==> src/rtl/trig_timer_pkg.sv <==
package trig_timer_pkg;
  localparam int ADDR_W = 3;
  localparam logic [ADDR_W-1:0] A_CTRL = 3'd0;
  localparam logic [ADDR_W-1:0] A_MODE = 3'd1;
  localparam logic [ADDR_W-1:0] A_PSC  = 3'd2;
  localparam logic [ADDR_W-1:0] A_RLD  = 3'd3;
  localparam logic [ADDR_W-1:0] A_CNT  = 3'd4;
  localparam logic [ADDR_W-1:0] A_EVT  = 3'd5;

  localparam logic [2:0] SM_GATED = 3'd5;
  localparam logic [2:0] SM_TRIG  = 3'd6;
  localparam logic [2:0] SM_EXT   = 3'd7;

  localparam logic [2:0] MM_RESET  = 3'd0;
  localparam logic [2:0] MM_ENABLE = 3'd1;
  localparam logic [2:0] MM_UPDATE = 3'd2;
  localparam logic [2:0] MM_PULSE  = 3'd3;
endpackage

==> src/rtl/trig_timer_sync.sv <==
module trig_timer_sync #(
  parameter int N_TRIG = 4,
  localparam int SEL_W = $clog2(N_TRIG)
) (
  input  logic              clk_i,
  input  logic              rst_ni,
  input  logic [N_TRIG-1:0] trig_i,
  input  logic [SEL_W-1:0]  sel_i,
  output logic              level_o,
  output logic              rise_o
);
  logic [N_TRIG-1:0] s1_q, s2_q;
  logic              prev_q;

  always_ff @(posedge clk_i or negedge rst_ni) begin
    if (!rst_ni) begin
      s1_q   <= '0;
      s2_q   <= '0;
      prev_q <= 1'b0;
    end else begin
      s1_q   <= trig_i;
      s2_q   <= s1_q;
      prev_q <= level_o;
    end
  end

  assign level_o = s2_q[sel_i];
  assign rise_o  = level_o & ~prev_q;
endmodule

==> src/rtl/trig_timer_presc.sv <==
module trig_timer_presc #(
  parameter int W = 16
) (
  input  logic         clk_i,
  input  logic         rst_ni,
  input  logic         clr_i,
  input  logic         en_i,
  input  logic [W-1:0] limit_i,
  output logic         tick_o
);
  localparam logic [W-1:0] ONE = W'(1);
  logic [W-1:0] phase_q;

  assign tick_o = en_i && (phase_q == limit_i);

  always_ff @(posedge clk_i or negedge rst_ni) begin
    if (!rst_ni)      phase_q <= '0;
    else if (clr_i)   phase_q <= '0;
    else if (tick_o)  phase_q <= '0;
    else if (en_i)    phase_q <= phase_q + ONE;
  end
endmodule

==> src/rtl/trig_timer_trgo.sv <==
module trig_timer_trgo
  import trig_timer_pkg::*;
#(
  parameter int N_CMP = 4,
  localparam int IDX_W = $clog2(N_CMP)
) (
  input  logic             clk_i,
  input  logic             rst_ni,
  input  logic [2:0]       master_i,
  input  logic             ug_i,
  input  logic             run_i,
  input  logic             upd_i,
  input  logic [N_CMP-1:0] cmp_ref_i,
  output logic             trgo_o
);
  logic cmp0_prev_q;
  logic [IDX_W-1:0] idx;

  always_ff @(posedge clk_i or negedge rst_ni) begin
    if (!rst_ni) cmp0_prev_q <= 1'b0;
    else         cmp0_prev_q <= cmp_ref_i[0];
  end

  assign idx = IDX_W'(master_i[1:0]);

  always_comb begin
    unique case (master_i)
      MM_RESET:  trgo_o = ug_i;
      MM_ENABLE: trgo_o = run_i;
      MM_UPDATE: trgo_o = upd_i;
      MM_PULSE:  trgo_o = cmp_ref_i[0] & ~cmp0_prev_q;
      default:   trgo_o = cmp_ref_i[idx];
    endcase
  end
endmodule

==> src/rtl/trig_timer.sv <==
module trig_timer
  import trig_timer_pkg::*;
#(
  parameter int CNT_W  = 16,
  parameter int N_TRIG = 4,
  parameter int N_CMP  = 4,
  localparam int SEL_W = $clog2(N_TRIG)
) (
  input  logic              clk_i,
  input  logic              rst_ni,
  input  logic              wr_en_i,
  input  logic [ADDR_W-1:0] wr_addr_i,
  input  logic [CNT_W-1:0]  wr_data_i,
  input  logic [ADDR_W-1:0] rd_addr_i,
  output logic [CNT_W-1:0]  rd_data_o,
  input  logic [N_TRIG-1:0] trig_i,
  input  logic [N_CMP-1:0]  cmp_ref_i,
  output logic [CNT_W-1:0]  cnt_o,
  output logic              update_o,
  output logic              trgo_o
);
  localparam logic [CNT_W-1:0] ONE = CNT_W'(1);

  logic             run_q, arpe_q, upd_q, ug_q;
  logic [2:0]       master_q, slave_q;
  logic [SEL_W-1:0] sel_q;
  logic [CNT_W-1:0] psc_sh_q, psc_act_q, arr_sh_q, arr_act_q, cnt_q;
  logic             trig_lvl, trig_rise, tick, tick_src, wrap;
  logic             wr_ctrl, wr_mode, wr_psc, wr_rld, wr_cnt, force_upd;
  logic [CNT_W-1:0] mode_word;

  assign wr_ctrl   = wr_en_i && (wr_addr_i == A_CTRL);
  assign wr_mode   = wr_en_i && (wr_addr_i == A_MODE);
  assign wr_psc    = wr_en_i && (wr_addr_i == A_PSC);
  assign wr_rld    = wr_en_i && (wr_addr_i == A_RLD);
  assign wr_cnt    = wr_en_i && (wr_addr_i == A_CNT);
  assign force_upd = wr_en_i && (wr_addr_i == A_EVT) && wr_data_i[0];

  trig_timer_sync #(.N_TRIG(N_TRIG)) u_sync (
    .clk_i, .rst_ni, .trig_i, .sel_i(sel_q),
    .level_o(trig_lvl), .rise_o(trig_rise)
  );

  always_comb begin
    unique case (slave_q)
      SM_GATED: tick_src = run_q & trig_lvl;
      SM_EXT:   tick_src = run_q & trig_rise;
      default:  tick_src = run_q;
    endcase
  end

  trig_timer_presc #(.W(CNT_W)) u_presc (
    .clk_i, .rst_ni, .clr_i(force_upd), .en_i(tick_src),
    .limit_i(psc_act_q), .tick_o(tick)
  );

  assign wrap = tick && (cnt_q == arr_act_q) && !wr_cnt && !force_upd;

  always_ff @(posedge clk_i or negedge rst_ni) begin
    if (!rst_ni) begin
      run_q     <= 1'b0;
      arpe_q    <= 1'b0;
      master_q  <= '0;
      slave_q   <= '0;
      sel_q     <= '0;
      psc_sh_q  <= '0;
      psc_act_q <= '0;
      arr_sh_q  <= '1;
      arr_act_q <= '1;
      cnt_q     <= '0;
      upd_q     <= 1'b0;
      ug_q      <= 1'b0;
    end else begin
      upd_q <= force_upd | wrap;
      ug_q  <= force_upd;
      // software write wins over the hardware start
      if (wr_ctrl) begin
        run_q  <= wr_data_i[0];
        arpe_q <= wr_data_i[1];
      end else if (slave_q == SM_TRIG && trig_rise) begin
        run_q <= 1'b1;
      end
      if (wr_mode) begin
        master_q <= wr_data_i[2:0];
        slave_q  <= wr_data_i[6:4];
        sel_q    <= wr_data_i[8 +: SEL_W];
      end
      if (wr_psc) psc_sh_q <= wr_data_i;
      if (force_upd || wrap) psc_act_q <= psc_sh_q;
      if (force_upd || (wrap && arpe_q)) arr_act_q <= arr_sh_q;
      if (wr_rld) begin
        arr_sh_q <= wr_data_i;
        if (!arpe_q) arr_act_q <= wr_data_i;
      end
      if (force_upd)   cnt_q <= '0;
      else if (wr_cnt) cnt_q <= wr_data_i;
      else if (wrap)   cnt_q <= '0;
      else if (tick)   cnt_q <= cnt_q + ONE;
    end
  end

  trig_timer_trgo #(.N_CMP(N_CMP)) u_trgo (
    .clk_i, .rst_ni, .master_i(master_q), .ug_i(ug_q), .run_i(run_q),
    .upd_i(upd_q), .cmp_ref_i, .trgo_o
  );

  always_comb begin
    mode_word = '0;
    mode_word[2:0] = master_q;
    mode_word[6:4] = slave_q;
    mode_word[8 +: SEL_W] = sel_q;
  end

  always_comb begin
    unique case (rd_addr_i)
      A_CTRL:  rd_data_o = {{(CNT_W-2){1'b0}}, arpe_q, run_q};
      A_MODE:  rd_data_o = mode_word;
      A_PSC:   rd_data_o = psc_sh_q;
      A_RLD:   rd_data_o = arr_sh_q;
      A_CNT:   rd_data_o = cnt_q;
      default: rd_data_o = '0;
    endcase
  end

  assign cnt_o    = cnt_q;
  assign update_o = upd_q;
endmodule

==> config.mk <==
export PLATFORM = sky130hd
export DESIGN_NAME = trig_timer
export DESIGN_NICKNAME = d
export VERILOG_FILES = /design/src/rtl/trig_timer_pkg.sv /design/src/rtl/trig_timer_sync.sv /design/src/rtl/trig_timer_presc.sv /design/src/rtl/trig_timer_trgo.sv /design/src/rtl/trig_timer.sv
export SDC_FILE = /design/constraint.sdc
export NUM_CORES = 1
export LEC_CHECK = 0
export ABC_AREA = 1
export CAP_MARGIN = 0
export CORE_AREA = 2 2 159 99
export DETAILED_ROUTE_END_ITERATION = 12
export DIE_AREA = 0 0 161 101
export DONT_BUFFER_PORTS = 1
export GPL_TIMING_DRIVEN = 0
export PLACE_DENSITY_LB_ADDON = 0.15
export SETUP_SLACK_MARGIN = 0.1
export SYNTH_ARGS = -nofsm -noshare
export SYNTH_HDL_FRONTEND = slang
export SYNTH_SLANG_ARGS = --single-unit
==> constraint.sdc <==
create_clock -name clk_i -period 4.7 [get_ports clk_i]
set_input_delay 0.47 -clock clk_i [delete_from_list [all_inputs] [get_ports clk_i]]
set_output_delay 0.47 -clock clk_i [all_outputs]
set_load 0.01 [all_outputs]
=== Word level (Yosys, flattened, before mapping) ===
Index checks and enable logic that the tools add are counted.

* Register bits: 118
* Bits of input ports: 33
* Output and inout bits: 34
* Word-level logic and storage cells: 87

* $add $sub $neg: 2
* Magnitude comparators: 2
* Equality and inequality tests: 17
* Multiplexer cells: 19
* Bitwise gates (word level): 7
* Reduce and logical (&&, ||, !) cells: 23

{| class="wikitable"
|+ Operator list
! cell !! count
|-
| $mux 16 || 10
|-
| $pmux 16 s5 || 1
|-
| $add 16x1->16 const B || 2
|-
| $eq 16x16->1 || 2
|-
| $eq 3x2->1 const B || 6
|-
| $eq 3x3->1 const B || 6
|-
| $logic_and 1x1->1 || 13
|-
| $eq 3x1->1 const B || 3
|-
| $logic_not 3->1 || 3
|-
| $lt 2x3->1 const B || 2
|-
| $and 1x1->1 || 4
|-
| $bmux 1 s2 || 2
|-
| $mux 1 || 4
|-
| $pmux 1 s4 || 1
|-
| $reduce_bool 4->1 || 1
|-
| $reduce_bool 3->1 || 1
|-
| $logic_not 1->1 || 2
|-
| $logic_or 1x1->1 || 2
|-
| $not 1->1 || 2
|-
| $pmux 1 s2 || 1
|-
| $reduce_bool 2->1 || 1
|-
| $or 1x1->1 || 1
|}

=== Logic depth before layout (Yosys ltp) ===
* Word-level depth: 14
* Mapped depth: 14
* Depth with buffers taken out: 13

=== Modules after synthesis ===
A second synthesis with hierarchy kept.

* Cells, all modules: 965
* Area, all modules: 7023.0 um2

{| class="wikitable"
|+ Modules (own cells, without submodules)
! module !! instances !! cells each !! area each (um2) !! seq. area each (um2)
|-
| trig_timer || 1 || 690 || 5267.6 || 2342.2
|-
| trig_timer_presc || 1 || 228 || 1342.5 || 400.4
|-
| trig_timer_sync || 1 || 20 || 284.0 || 225.2
|-
| trig_timer_trgo || 1 || 27 || 128.9 || 25.0
|}

=== Least setup slack after synthesis ===
No wires, ideal clock.

* Path kind: input to output
* From: input port rd_addr_i[2]
* To: output port rd_data_o[1]
* Arrival: 1.475 ns
* Required time: 4.230 ns
* Setup slack: 2.755 ns
* Cell stages on the path: 4
* Cell sequence: nor3_1 -> clkbuf_1 -> a221oi_1 -> nand2_1

* Word-level cells in the longest chain between the ends: 2
* Elaborated cells between the ends (all ways): 6

{| class="wikitable"
|+ RTL lines
! element !! RTL line !! text
|-
| start: declaration || trig_timer.sv:14 || <nowiki>input logic [ADDR_W-1:0] rd_addr_i,</nowiki>
|-
| $eq 3x3->1 (tied with other cells) || trig_timer.sv:115 || <nowiki>unique case (rd_addr_i)</nowiki>
|-
| $pmux 16 s5 (*) || trig_timer.sv:115 ||
|-
| end: declaration || trig_timer.sv:15 || <nowiki>output logic [CNT_W-1:0] rd_data_o,</nowiki>
|}

Mark *: on every way between the ends. The rest lies on a longest branch, timed or not.

=== Worst setup path in the final report ===
Same ends and word-level chain as after synthesis.

==> run metrics <==
clk root buf=clkbuf_16; Most used DFF post-synth=dfrtp_1; VDD IR-drop max=0.201 mV; largest net degree at the start of global routing=119; fill cell count=1532; drt wl/cell=17.7 um; total number of vias=5871; critical setup path kind=input port to primary output; Sw Pwr=1180 uW; row count=35; crit path cell chain=nor3_1 > clkbuf_1 > a221oi_1 > nand2_1; Power Total=3420 uW; Peak Freq=351 MHz; #FFs+latches synth=118; RSZ-0062 raised after global routing=false; # port buffers=0; Startpoint Class=input port; Max-cap violations=0; Yosys top cell by area=dfrtp_1; Post-Syn Nets=911; sequential area share after synthesis=46.1%; status=complete, but fails checks; area grow syn2layout=13.1%; latest clock arrival within the worst-skew pair=0.42 ns; core area=14900 um2; critical-path maximum fanout=10; Final Hold Fails=15; Clk pwr share=37.1%; first-pass GRT wire length=31.0 mm; Vias/cell=5.28; Fin Setup TNS=0 ns; Rel. slew slack=5.74%; gr ovfl total=0; Post-synth ARST share=100%; top area cells in the synthesized netlist=dfrtp_1 (33%), nand2_1 (16%), dfstp_2 (13%); CTS tree=done; CP required=4.23 ns; final wirelength=19.7 mm; Pwr Density=466 nW/um2; Synth top area share=33.1%; setup bufs post-CTS=0; Setup crit end kind=primary output; # diodes=0; clock buffer depth=2; average size of a mapped cell=7.42 um2; ratio of cells with drive above 1 in the final layout=13.5%; switching share of power=34.5%; I/O Pins=67; worst stage delay on the critical path=1.02 ns; number of synthesized flops with an enable pin=0; gp weighted congestion=0.935; Worst-Margin Slew=1.40 ns; violated checks=negative hold slack; Setup WS pre-CTS=1.99 ns; count leader, synth=nand2_1; Layout Skew=0.0106 ns; DRC Markers=0; Worst-path clk slew=0.06 ns; commonest cells in the netlist=nand2_1 (271), inv_1 (97), nor2_1 (94); vias in the first global route=5464; CP Data Arrival Time=2.38 ns; non-filler cells, final=1112; initial core utilization=43.6%; Num CTS Buffers=17; fin crit period=2.85 ns; worst hold slack=-0.0324 ns; Inst Count DP=1079; DP HPWL=14.9 mm; H-tree Lvls=4; first-pass detailed-route iteration total=5; Comb pwr share=20.3%; CP max stage cell=nor3_1; crit share post-route=60.7%; internal power=2240 uW; Num Clock Sinks=118; final antenna-violating net count=0; Worst Slack Setup Final=1.85 ns; die area=16300 um2; sequential share of power=42.6%; initial antenna violation count=0; Post-Syn Area=6500 um2; Layout Nets=931; Setup-failing EPs final=0; die width=161 um; die height=101 um; max-slew violation count=0; min-delay worst type=input port to asynchronous set/reset pin; DR iter-0 viols=577; Ys Warns=0; Cell variety after synth=39; GRT Overall Usage=25.3%; LEAKAGE=0.00358 uW; Mapped Cells=876
## placed cells by master (no fill, tap or decap), types with 3 or more instances in the layout
cell type  instances
o21ai_0           56
inv_1             97
clkinv_4           4
buf_4              3
inv_6              5
buf_6              3
nand3b_1           3
clkbuf_1          18
o22ai_1           12
a221o_1            6
o21ai_1           21
nand3_1           44
nand4_1            4
dfstp_2           32
dfrtp_1           86
nor2_1            94
nor3_1            18
a21oi_2           16
a21oi_1           21
o221ai_1           8
buf_2              4
inv_2             19
xor2_1            12
nand2_1          271
xnor2_1            4
clkbuf_16         17
## area by class of cell
class / instances / area (um2) / area share, %
Clock buffer: 17 / 425 / 5.79
Inverter: 117 / 439 / 5.97
Timing Repair Buffer: 1 / 27.5 / 0.374
Clock inverter: 15 / 145 / 1.97
Multi-Input combinational cell: 613 / 2920 / 39.8
Sequential cell: 118 / 2990 / 40.7
Buffer: 28 / 144 / 1.96
Tap cell: 203 / 254 / 3.46
## path summary, 6_finish.rpt
path | slack [ns] | cells past startpoint | end | start
max reg2reg | 2.27 | 9 | cnt_o[13] | cnt_o[3]
min reg2reg | 0.35 | 0 | u_sync.s2_q[3] | u_sync.s1_q[3]
min in group clk_i | 0.08 | 0 | u_sync.s1_q[0] | trig_i[0]
max in group asynchronous | 4.20 | 1 | psc_sh_q[15] | rst_ni
max | 1.85 | 4 | rd_data_o[1] | rd_addr_i[2]
min | -0.03 | 1 | u_sync.s2_q[2] | rst_ni
## cells by family after synthesis
logic type / share of synthesized area (%)
flops: 46.1
buf+inv: 8.97
simple gates: 28.7
xor+xnor: 2.16
fa+ha+maj: 0.385
compound gates: 13.7
## worst max-delay path, delay by kind of cell
family | cells | cell delay, ns
AOI/OAI and AO/OA | 1 | 0.15
buffers and inverters | 1 | 0.53
and+or+nand+nor | 2 | 1.23
## through the flow
stage	utilization [%]	hold slack (ns)	area (um2)
3_3_place_gp	45.4	0.179	6750
5_1_grt	49.4	0.0583	7350
2_1_floorplan	-	0.174	6500
6_report	49.4	-0.0324	7350
3_5_place_dp	45.4	0.178	6750
4_1_cts	49.4	0.0469	7350
## power by group through the flow
stage | clock (uW) | combinational (uW) | sequential (uW)
finish | 1270 | 695 | 1460
detailed placement | 0 | 660 | 1470
floorplan | 0 | 523 | 1410
global placement | 0 | 654 | 1470
CTS | 1280 | 690 | 1450
global route | 1330 | 809 | 1490
## sequential cells by signal (all words and copies together) (netlist names)
signal and cells:
u_sync.prev_q 1, u_presc.phase_q 16, master_q 3, update_o 1, sel_q 2, arpe_q 1
u_sync.s1_q 4, cnt_o 16, psc_sh_q 16, ug_q 1, run_q 1, u_sync.s2_q 4
slave_q 3, u_trgo.cmp0_prev_q 1, psc_act_q 16, arr_act_q 16, arr_sh_q 16
## layer usage
metal	GRT usage [%]	part of all wire, %	vias to the layer above
li1	-	-	2855
met2	31.0	35	240
met3	9.21	12	10
met4	5.43	0.52	0
met1	40.8	52	2766
met5	0	0	-
## what timing repair did
action,CTS,global route
resized for setup,0,0
hold buffers,1,0
endpoints found under the hold margin,118,0
Note: power is estimated with default switching activity, not from simulation.
